<file path="config.mk">
export PLATFORM = sky130hd
export DESIGN_NAME = dma_ctl_regs
export DESIGN_NICKNAME = d
export VERILOG_FILES = /design/src/rtl/dma_ctl_pkg.sv /design/src/rtl/dma_ctl_wr_xform.sv /design/src/rtl/dma_ctl_irq_gate.sv /design/src/rtl/dma_ctl_regs.sv
export SDC_FILE = /design/constraint.sdc
export NUM_CORES = 1
export LEC_CHECK = 0
export ABC_CLOCK_PERIOD_IN_PS = 1750
export BUFFER_PORTS_ARGS = -buffer_cell sky130_fd_sc_hd__buf_2
export CORE_AREA = 2 2 129 131
export CTS_CLUSTER_DIAMETER = 30
export DETAILED_ROUTE_END_ITERATION = 6
export DIE_AREA = 0 0 131 133
export PLACE_DENSITY_LB_ADDON = 0.1
export SKIP_LAST_GASP = 1
export SLEW_MARGIN = 15
export SYNTH_ARGS = -nofsm -noshare
export SYNTH_HDL_FRONTEND = slang
export SYNTH_SLANG_ARGS = --single-unit
</file>
<file path="constraint.sdc">
create_clock -name clk -period 1.75 [get_ports clk]
set_input_delay 0.0875 -clock clk [delete_from_list [all_inputs] [get_ports clk]]
set_output_delay 0.0875 -clock clk [all_outputs]
set_load 0.05 [all_outputs]
</file>
<file path="src/rtl/dma_ctl_pkg.sv">
package dma_ctl_pkg;

    // Word indices whose position is decoded by software.
    localparam int unsigned CTL_IDX  = 0;
    localparam int unsigned ADDR_IDX = 1;

    // Control word bit positions with behaviour attached.
    localparam int unsigned DONE_BIT   = 0;
    localparam int unsigned IRQKEEP_BIT = 4;
    localparam int unsigned TOGGLE_BIT = 6;
    localparam int unsigned RESET_BIT  = 7;

    // Value substituted for an all-zero control write.
    localparam logic [31:0] ZERO_SUBST = 32'h0000_0040;

endpackage

</file>
<file path="src/rtl/dma_ctl_wr_xform.sv">
module dma_ctl_wr_xform
    import dma_ctl_pkg::*;
#(
    parameter int unsigned     DATA_W  = 32,
    parameter logic [3:0]      VERSION = 4'hA
) (
    input  logic [DATA_W-1:0] wdata,
    output logic [DATA_W-1:0] stored,
    output logic              reset_req
);
    localparam int unsigned KEEP_W = DATA_W - 4;

    logic [DATA_W-1:0] proc_d;
    logic              unused_top;

    always_comb begin
        proc_d    = wdata;
        reset_req = 1'b0;
        if (wdata[RESET_BIT]) begin
            reset_req = 1'b1;
        end else if (wdata[TOGGLE_BIT]) begin
            proc_d[TOGGLE_BIT] = 1'b0;
        end else if (wdata == '0) begin
            proc_d = DATA_W'(ZERO_SUBST);
        end
        stored = {VERSION, proc_d[KEEP_W-1:0]};
    end

    assign unused_top = ^proc_d[DATA_W-1:KEEP_W];

endmodule

</file>
<file path="src/rtl/dma_ctl_irq_gate.sv">
module dma_ctl_irq_gate (
    input  logic clk,
    input  logic rst_n,
    input  logic set_req,
    input  logic clr_req,
    output logic irq
);
    logic irq_d, irq_q;

    always_comb begin
        irq_d = irq_q;
        if (clr_req) irq_d = 1'b0;
        if (set_req) irq_d = 1'b1;   // completion outranks a clear
    end

    always_ff @(posedge clk) begin
        if (!rst_n) irq_q <= 1'b0;
        else        irq_q <= irq_d;
    end

    assign irq = irq_q;

endmodule

</file>
<file path="src/rtl/dma_ctl_regs.sv">
module dma_ctl_regs
    import dma_ctl_pkg::*;
#(
    parameter int unsigned DATA_W   = 32,
    parameter int unsigned NUM_REGS = 4,
    parameter logic [3:0]  VERSION  = 4'hA,
    parameter logic [31:0] LOADED   = 32'h0400_0000,
    localparam int unsigned IDX_W   = $clog2(NUM_REGS),
    localparam int unsigned ADDR_W  = IDX_W + 2
) (
    input  logic              clk,
    input  logic              rst_n,
    input  logic              bus_wr,
    input  logic [ADDR_W-1:0] bus_addr,
    input  logic [DATA_W-1:0] bus_wdata,
    output logic [DATA_W-1:0] bus_rdata,
    input  logic              xfer_done,
    output logic              irq,
    output logic              ctl_reset
);
    localparam logic [DATA_W-1:0] CTL_RST = {VERSION, {(DATA_W-4){1'b0}}};

    typedef struct packed {
        logic [NUM_REGS-1:0][DATA_W-1:0] regs;
        logic                            pulse;
    } state_t;

    state_t            state_d, state_q;
    logic [IDX_W-1:0]  idx;
    logic              ctl_hit, addr_hit;
    logic [DATA_W-1:0] xf_value;
    logic              xf_reset;
    logic [DATA_W-1:0] ctl_q;
    logic              unused_lsb;

    assign idx        = bus_addr[ADDR_W-1:2];
    assign unused_lsb = ^bus_addr[1:0];
    assign ctl_hit    = bus_wr && (idx == IDX_W'(CTL_IDX));
    assign addr_hit   = bus_wr && (idx == IDX_W'(ADDR_IDX));

    dma_ctl_wr_xform #(
        .DATA_W  (DATA_W),
        .VERSION (VERSION)
    ) u_xform (
        .wdata     (bus_wdata),
        .stored    (xf_value),
        .reset_req (xf_reset)
    );

    dma_ctl_irq_gate u_irq (
        .clk     (clk),
        .rst_n   (rst_n),
        .set_req (xfer_done),
        .clr_req (ctl_hit && !bus_wdata[IRQKEEP_BIT]),
        .irq     (irq)
    );

    always_comb begin
        state_d       = state_q;
        state_d.pulse = 1'b0;
        if (ctl_hit) begin
            state_d.regs[CTL_IDX] = xf_value;
            state_d.pulse         = xf_reset;
        end else if (addr_hit) begin
            state_d.regs[ADDR_IDX] = bus_wdata;
            state_d.regs[CTL_IDX]  = DATA_W'(LOADED);
        end else if (bus_wr) begin
            state_d.regs[idx] = bus_wdata;
        end
        if (xfer_done) state_d.regs[CTL_IDX][DONE_BIT] = 1'b1;
    end

    always_ff @(posedge clk) begin
        if (!rst_n) begin
            state_q.regs          <= '0;
            state_q.regs[CTL_IDX] <= CTL_RST;
            state_q.pulse         <= 1'b0;
        end else begin
            state_q <= state_d;
        end
    end

    assign ctl_q     = state_q.regs[CTL_IDX];
    assign bus_rdata = state_q.regs[idx];
    assign ctl_reset = state_q.pulse;

endmodule

</file>
==> results.cfg, run 1 <==
[yosys]
synthesis_warnings = 0
synth_area_sq_um = 5500
ys_top_cells_by_area = dfxtp_1 (47%), nand2_1 (13%), a21boi_0 (13%), mux4_2 (13%), a22o_1 (4.0%)
yosysSeqAreaShare_pct = 47.3
syn_area_per_cell_sq_um = 9.82
yosysTopAreaCell = dfxtp_1
synthDistinctLibCells = 27
syn_inst = 560
synth_largest_type_area_fraction_pct = 47.3
post_synthesis_register_bit_count = 130
syn_nets = 600

[global_routing]
grt_use_met2_pct = 30.1
grt_antenna_before_repair = 2
global_route.overflow_total = 0
top_usage_layer = met2
wire_length_of_the_first_global_routing_pass_um = 24500
use_met3_pct = 4.85
vias_in_the_first_global_route = 4445
global_route.usage.met1_pct = 24.3
pin_count_of_the_biggest_net_entering_global_routing = 62
grt_use_total_pct = 18.8

[floorplan]
floorplan.rows = 47
core-area_sq_um = 16200
io-pin-count = 74
die_y_um = 133
die-area_sq_um = 17400
chip_width_um = 131
start_util_pct = 34.0

[timing]
grt_setup_unrepaired = false
timing.setup.tns_ns = 0
period_minus_slack_ns = 1.57
hold_viol = 0
tightestPinTransition_ns = 0.548
drv_slew = 0
timing.max_slew.rel_slack_pct = 63.1
achievable-frequency_mhz = 635
clock_skew_ns = 0
timing.final.setup_violations = 0
period_share_pct = 90.0
fin_worst_hold_slack_ns = 0.140

[power]
leakage_nw = 2.70
peakVddDrop_mv = 0.675
post-layout-total-power_w = 0.00774
power-per-cell-area_nw_per_um2 = 1090

[worst_hold_path]
hold_path.startpoint = bus_wr
min-delay-path-class = input port to flop

[clock_tree]
cts_tree = yes
clk_pin_slew_ns = 0.06
post_cts_hold_buffer_count = 33
post-cts-setup-buffer-count = 0
cts_buffer_depth = 2
clock_sink_count = 130
cts_resized = 0
cts-htree-levels = 4
cts_bufs_inserted = 17
worst_skew_pair.late_latency_ns = 0.41
clockRootBuffer = clkbuf_16

[critical_path]
criticalPathCategory = input port to flop
timing.critical_path.required_ns = 2.11
cp_max_fo = 5
cp-startpoint = bus_wdata[22]
startpoint_of_the_most_critical_register_to_register_path = ctl_q[0]
critPathCaptureType = flop
worst_setup_path_start_kind = input port
worst-endpoint-arrival_ns = 1.93

[final_layout]
n_fill_cell = 1576
layout.cells.most_common_list = nand2_1 (195), dfxtp_1 (130), a21boi_0 (96)
mostFrequentLayoutCell = nand2_1
instances_no_fill = 899
area.growth.synth_to_final_pct = 29.1
layout_cells_sized_above_1_pct = 24.5
num-nets-final = 704
layout.area.seq_sq_um = 2600
multiInputGateArea_sq_um = 2640

[status]
status = finished clean

[drt]
post-route-drc-count = 0
routed_via_density = 4.94
dr_total_vias = 4442
initialDrtViolationCount = 237
finalWirelength_um = 15700
detail_route.first_pass.iterations = 6
post_drt_wl_per_cell_um = 17.4
final_antenna_net_count = 0

[flow_run]
cap_viol_max_count = 0

[placed_design]
dp_cells = 832
finalWeightedCongestion = 0.699
detailed_place_hpwl_um = 9760
io_buffer_count = 71
==> logic make-up after synthesis <==
kind of cell	after synthesis	synth area share [%]
simple gates	224	16.9
mux	32	13.1
compound gates	128	17.9
buf+inv	46	4.67
flops	130	47.3
==> cells in the mapped netlist (all sizes together) <==
master,number
nor2b,2
and2,3
a211oi,1
dfxtp,130
a21boi,96
o31a,1
nand2,195
a21o,1
clkbuf,17
nand4,2
or2,1
nor2,4
a22o,25
nand2b,1
nor3,1
o21ai,3
nor3b,3
mux4,32
nor4,8
buf,29
o21a,1
and3,3
nand3,1
==> final cells by class <==
cell class	instances	area share [%]
Clock inverter	9	2.12
Sequential cell	130	36.7
Clock buffer	23	7.02
Timing Repair Buffer	131	13.0
Tap cell	220	3.88
Multi-Input combinational cell	384	37.2
Antenna cell	2	0.0705
==> path summary, 6_finish.rpt <==
check | slack (ns) | cells after the start | to
hold / removal | 0.14 | 4 | ctl_q[26]
hold reg to reg | 0.45 | 1 | ctl_q[7]
setup / recovery | 0.18 | 6 | ctl_q[6]
setup reg to reg | 1.05 | 2 | ctl_q[0]
==> layer usage <==
| layer | share of wire, % | up-vias |
|---|---|---|
| li1 | - | 2155 |
| met3 | 3.9 | 19 |
| met2 | 48 | 83 |
| met4 | 1.8 | 0 |
| met1 | 46 | 2185 |
| met5 | 0 | - |
==> power breakdown <==
group / total, W / switching [W] / internal (W)
sequential: 0.00311 / 0.0000469 / 0.00306
clock: 0.00387 / 0.00130 / 0.00257
combinational: 0.000767 / 0.000460 / 0.000307
==> flip-flops by register name, summed over array words and instances (netlist names) <==
register	flops
state_q	96
ctl_q	32
u_irq.irq	1
ctl_reset	1
==> metrics by stage <==
| step | utilization, % | cell area [sq um] | worst slack (ns) |
|---|---|---|---|
| 2_1_floorplan | - | 5500 | 0.468 |
| 3_3_place_gp | 37.8 | 6110 | 0.279 |
| 3_5_place_dp | 37.8 | 6110 | 0.261 |
| 4_1_cts | 43.9 | 7090 | 0.193 |
| 5_1_grt | 43.9 | 7090 | 0.0975 |
| 6_report | 43.9 | 7100 | 0.175 |
==> critical path, cell delays in order <==
cell and delay [ns]:
dlygate4sd3_1 0.53, buf_2 0.15, nor4_1 0.52, nand4_1 0.26, o21ai_0 0.24, a22o_1 0.14
(Power assumes the default switching activity.)
==> inputs of run 2 (changes only) <==
--- a/config.mk
+++ b/config.mk
@@ -7,10 +7,12 @@
 export LEC_CHECK = 0
 export ABC_CLOCK_PERIOD_IN_PS = 1750
 export BUFFER_PORTS_ARGS = -buffer_cell sky130_fd_sc_hd__buf_2
-export CORE_AREA = 2 2 129 131
+export CELL_PAD_IN_SITES_DETAIL_PLACEMENT = 0
+export CELL_PAD_IN_SITES_GLOBAL_PLACEMENT = 1
+export CORE_AREA = 2 2 111 113
 export CTS_CLUSTER_DIAMETER = 30
 export DETAILED_ROUTE_END_ITERATION = 6
-export DIE_AREA = 0 0 131 133
+export DIE_AREA = 0 0 113 115
 export PLACE_DENSITY_LB_ADDON = 0.1
 export SKIP_LAST_GASP = 1
 export SLEW_MARGIN = 15
==> run 2 against run 1 <==
  * The flow now finishes with violations (design-rule violations)
  * Cell count is 9.1% lower
  * Die area is 25% lower
  * Maximum frequency is 2.3% higher
  * Sequential share of layout area is 1.1 points higher
  * Sequential power hardly changed
  * Count of clock-buffer cells in the layout is 2 higher
  * Register-to-register slack worse by 0.03 ns
  * Critical path type is now flop to output port
  * Highest routed layer unchanged
==> results.cfg, run 2 (same netlist as run 1, synthesis figures left out) <==
[floorplan]
chip_width_um = 113
core-area_sq_um = 11800
floorplan.rows = 40
die_y_um = 115
io-pin-count = 74
die-area_sq_um = 13000
start_util_pct = 46.5

[drt]
detail_route.first_pass.iterations = 6
initialDrtViolationCount = 275
post-route-drc-count = 7
post_drt_wl_per_cell_um = 17.8
dr_total_vias = 4388
final_antenna_net_count = 0
finalWirelength_um = 14500
routed_via_density = 5.37

[timing]
timing.setup.tns_ns = 0
clock_skew_ns = 0
drv_slew = 0
tightestPinTransition_ns = 0.796
timing.final.setup_violations = 0
timing.max_slew.rel_slack_pct = 46.9
grt_setup_unrepaired = false
period_share_pct = 88.0
hold_viol = 0
period_minus_slack_ns = 1.54
achievable-frequency_mhz = 649
fin_worst_hold_slack_ns = 0.152

[flow_run]
cap_viol_max_count = 0

[final_layout]
final_core_utilization_pct = 58.4
num-nets-final = 699
mostFrequentLayoutCell = nand2_1
largest_register = state_q
largest_register_ffs = 96
layout.cells.most_common_list = nand2_1 (195), dfxtp_1 (130), a21boi_0 (96)
n_fill_cell = 1029
design_area_sq_um = 6900
num_antenna_cells = 0
layout_cells_sized_above_1_pct = 23.4
area.growth.synth_to_final_pct = 25.4

[global_routing]
pin_count_of_the_biggest_net_entering_global_routing = 68
wire_length_of_the_first_global_routing_pass_um = 23600
grt_antenna_before_repair = 1
vias_in_the_first_global_route = 4407
grt_use_total_pct = 23.7
global_route.overflow_total = 0

[clock_tree]
clockRootBuffer = clkbuf_16
cts_buffer_depth = 2
clock_sink_count = 130
post-cts-setup-buffer-count = 0
cts_bufs_inserted = 17
cts_tree = yes
worst_skew_pair.late_latency_ns = 0.42
clk_pin_slew_ns = 0.06
cts_resized = 0
cts-htree-levels = 4

[critical_path]
cp_max_fo = 2
timing.critical_path.required_ns = 1.66
slowest_stage = mux4_2
timing.critical_path.cells = mux4_2, buf_2
crit_path_max_incr_delay_ns = 0.49
worst-endpoint-arrival_ns = 1.45
worstRegToRegCells = 2
criticalPathCategory = flop to output port
worst_setup_path_start_kind = flop
critPathCaptureType = output port

[status]
failed_checks = design-rule violations
status = finished, violations left

[power]
post-layout-total-power_w = 0.00734
leakage_nw = 2.65
peakVddDrop_mv = 0.594
power-per-cell-area_nw_per_um2 = 1060

[placed_design]
io_buffer_count = 71
detailed_place_hpwl_um = 9050
finalWeightedCongestion = 0.740
placedInstanceArea_sq_um = 5980

[worst_hold_path]
hold_path_cells = 4
min-delay-path-class = input port to flop
[run 2: changes by cell type in the layout (fill, tap and decap cells not counted)]
cell | previous run | this run
buf_4 | 24 | 19
diode_2 | 2 | 0
clkbuf_1 | 1 | 3
bufinv_16 | 4 | 2
clkinvlp_4 | 2 | 0
[run 2: per-layer routing]
layer | up-vias | track usage, % | wire, um
met2 | 81 | 39.9 | 7390
met3 | 8 | 6.01 | 519
met4 | 0 | 6.91 | 93
li1 | 2138 | - | -
met1 | 2161 | 30.4 | 6520
met5 | - | 0 | 0
[run 2: cell type report]
cell class                      count  area (sq um)  area share, %
Multi-Input combinational cell    384          2640           38.3
Sequential cell                   130          2600           37.7
Timing Repair Buffer              126           888           12.9
Clock buffer                       25           505           7.33
Tap cell                          147           184           2.67
Clock inverter                      5          75.1           1.09
[run 2: critical path: cells and delay by family (launching register included)]
kind	cells	cell delay [ns]
multiplexers	1	0.49
buffers and inverters	1	0.23
flip-flops	1	0.31
[run 2: power breakdown]
part	total, W	switching (W)	internal [W]
Clock	0.00348	0.00122	0.00226
Combinational	0.000754	0.000452	0.000302
Sequential	0.00311	0.0000469	0.00306
[run 2: worst paths after layout]
check / end / slack, ns / start
worst max-delay path: bus_rdata[12] / 0.21 / state_q[109]
worst min-delay path: ctl_q[26] / 0.15 / bus_addr[3]
worst max register to register: ctl_q[0] / 1.02 / ctl_q[0]
worst min register to register: ctl_q[7] / 0.45 / ctl_q[7]
[run 2: per-stage QoR]
step | instances | setup WS [ns]
final | 817 | 0.210
after global routing | 817 | 0.165
after CTS | 817 | 0.186
after detailed placement | 754 | 0.200
after global placement | 754 | 0.252
after floorplan | 560 | 0.468
[run 2: repair_timing]
item,4_1_cts,5_1_grt
endpoints found under the hold margin,122,0
endpoints found under the setup margin,0,0
hold buffers,33,0
==> inputs of run 3 (changes only) <==
--- a/config.mk
+++ b/config.mk
@@ -6,13 +6,13 @@
 export NUM_CORES = 1
 export LEC_CHECK = 0
 export ABC_CLOCK_PERIOD_IN_PS = 1750
-export BUFFER_PORTS_ARGS = -buffer_cell sky130_fd_sc_hd__buf_2
 export CELL_PAD_IN_SITES_DETAIL_PLACEMENT = 0
 export CELL_PAD_IN_SITES_GLOBAL_PLACEMENT = 1
-export CORE_AREA = 2 2 111 113
+export CORE_AREA = 2 2 106 108
 export CTS_CLUSTER_DIAMETER = 30
 export DETAILED_ROUTE_END_ITERATION = 6
-export DIE_AREA = 0 0 113 115
+export DIE_AREA = 0 0 108 110
+export DONT_BUFFER_PORTS = 1
 export PLACE_DENSITY_LB_ADDON = 0.1
 export SKIP_LAST_GASP = 1
 export SLEW_MARGIN = 15
==> run 3 against run 2 <==
  * The run now ends clean
  * Cell count decreased by 8.6%
  * Clock power rose by 8.3%
  * Power grew 2.5%
  * Utilization grew 3.8 points
  * Routed wire length is 2.7% lower
  * Flip-flop and latch count stayed put
  * Non-clock buffer count shrank 65
  * Critical path depth rose by 4
  * Critical path type is now input port to flop
  * Critical endpoint is now ctl_q[31]
  * Largest cell class unchanged
  * Largest power group unchanged
==> results.cfg, run 3 (same netlist as run 1, synthesis figures left out) <==
[final_layout]
area.growth.synth_to_final_pct = 21.0
mostFrequentLayoutCell = nand2_1
design_area_sq_um = 6650
layout.cells.most_common_list = nand2_1 (195), dfxtp_1 (130), a21boi_0 (96)
num-nets-final = 634
num_antenna_cells = 0
largest_register_ffs = 96
largest_register = state_q
layout_cells_sized_above_1_pct = 14.3

[critical_path]
timing.critical_path.required_ns = 2.17
timing.critical_path.cells = dlygate4sd3_1, nor2b_4, and2_1, buf_4, o21ai_0, dlygate4sd3_1
cp_max_fo = 35
crit_path_max_incr_delay_ns = 0.62
criticalPathCategory = input port to flop
critPathMostFrequentCell = dlygate4sd3_1
critPathCaptureType = flop
worstPathBufferInverterCount = 3
worst-endpoint-arrival_ns = 2.10
worst_setup_path_start_kind = input port
slowest_stage = dlygate4sd3_1
timing.critical_path.max_delay_family = buffers and inverters

[global_routing]
vias_in_the_first_global_route = 4200
pin_count_of_the_biggest_net_entering_global_routing = 104
global_route.overflow_total = 0
grt_use_total_pct = 25.8
grt_antenna_before_repair = 0
wire_length_of_the_first_global_routing_pass_um = 22900

[power]
power.internal_w = 0.00582
post-layout-total-power_w = 0.00752
total_switching_power_w = 0.00170
power.combinational.fraction_pct = 8.5
power-per-cell-area_nw_per_um2 = 1130
power.share.switching_pct = 22.6
seqPwrFrac_pct = 41.3
leakage_nw = 2.38
clock_power_share_pct = 50.2
peakVddDrop_mv = 0.771

[timing]
grt_setup_unrepaired = false
timing.max_slew.rel_slack_pct = 66.6
timing.setup.tns_ns = 0
period_minus_slack_ns = 1.68
clock_skew_ns = 0
period_share_pct = 96.2
hold_viol = 0
final.setup.worst_slack_ns = 0.0661
tightestPinTransition_ns = 0.496
drv_slew = 0
achievable-frequency_mhz = 594
timing.final.setup_violations = 0

[floorplan]
chip_width_um = 108
start_util_pct = 51.4
die-area_sq_um = 11900
core-area_sq_um = 10700
io-pin-count = 74
floorplan.rows = 38
die_y_um = 110

[drt]
finalWirelength_um = 14100
post-route-drc-count = 0
initialDrtViolationCount = 255
detail_route.first_pass.iterations = 4
routed_via_density = 5.57
dr_total_vias = 4161
post_drt_wl_per_cell_um = 18.9
final_antenna_net_count = 0

[clock_tree]
cts_tree = yes
worst_skew_pair.late_latency_ns = 0.53
cts-htree-levels = 4
cts_buffer_depth = 2
clockRootBuffer = clkbuf_8
clk_pin_slew_ns = 0.06
clock_sink_count = 130
cts_bufs_inserted = 17

[placed_design]
finalWeightedCongestion = 0.714
detailed_place_hpwl_um = 8250
post_place_setup_slack_ns = 0.590
placedInstanceArea_sq_um = 5570
io_buffer_count = 0

[status]
status = finished clean

[worst_hold_path]
min-delay-path-class = input port to flop

[flow_run]
cap_viol_max_count = 0
run 3: changes by cell type in the layout (fill, tap and decap cells not counted):
cell            before  now
buf_4               19   17
buf_12               3    1
clkbuf_16           17   16
bufinv_16            2    4
buf_16               0    1
clkbuf_8             5    6
buf_2               71    0
clkinvlp_4           0    2
dlymetal6s4s_1       0    1
dlygate4sd3_1       33   41
clkbuf_1             3    1
run 3: power groups by stage:
stage	logic (W)	clock network, W	registers (W)
2_1_floorplan	0.000464	0	0.00316
3_3_place_gp	0.000477	0	0.00317
3_5_place_dp	0.000487	0	0.00317
4_1_cts	0.000645	0.00384	0.00311
5_1_grt	0.000690	0.00396	0.00312
6_report	0.000641	0.00377	0.00311
run 3: worst register-to-register path, stage by stage, from the launching register on:
cell           delay (ns)
dfxtp_1              0.29
buf_4                0.18
o31a_1               0.11
o21a_1               0.16
dlygate4sd3_1        0.55
run 3: worst paths after layout:
path / from / to / cells past startpoint / slack, ns
max reg2reg: u_irq.irq / u_irq.irq / 4 / 0.34
min: bus_wdata[29] / ctl_q[6] / 4 / 0.03
min reg2reg: state_q[50] / state_q[50] / 2 / 0.46
max: bus_addr[3] / ctl_q[31] / 6 / 0.07
run 3: routing by layer:
layer,track usage [%],part of all wire [%],vias to the layer above
met5,0,0,-
met4,9.25,1.5,0
met3,8.00,7.6,21
met1,32.4,42,2004
li1,-,-,2014
met2,42.4,48,122
run 3: what timing repair did:
action,in CTS,in global routing
endpoints found under the hold margin,130,0
resized for setup,0,1
hold buffers,43,0
setup endpoints to repair,0,1
setup buffers,0,0
run 3: through the flow:
stage,std cells,utilization (%),hold slack [ns]
floorplan,560,-,0.211
global placement,672,52.0,0.177
detailed placement,672,52.0,0.181
CTS,747,62.2,0.00976
global route,747,62.2,0.0325
finish,747,62.2,0.0349
run 3: area by class of cell:
type / instances / area [sq um]
Clock inverter: 9 / 150
Timing Repair Buffer: 61 / 598
Clock buffer: 23 / 487
Tap cell: 140 / 175
Fill cell: 905 / 4050
Multi-Input combinational cell: 384 / 2640
Sequential cell: 130 / 2600
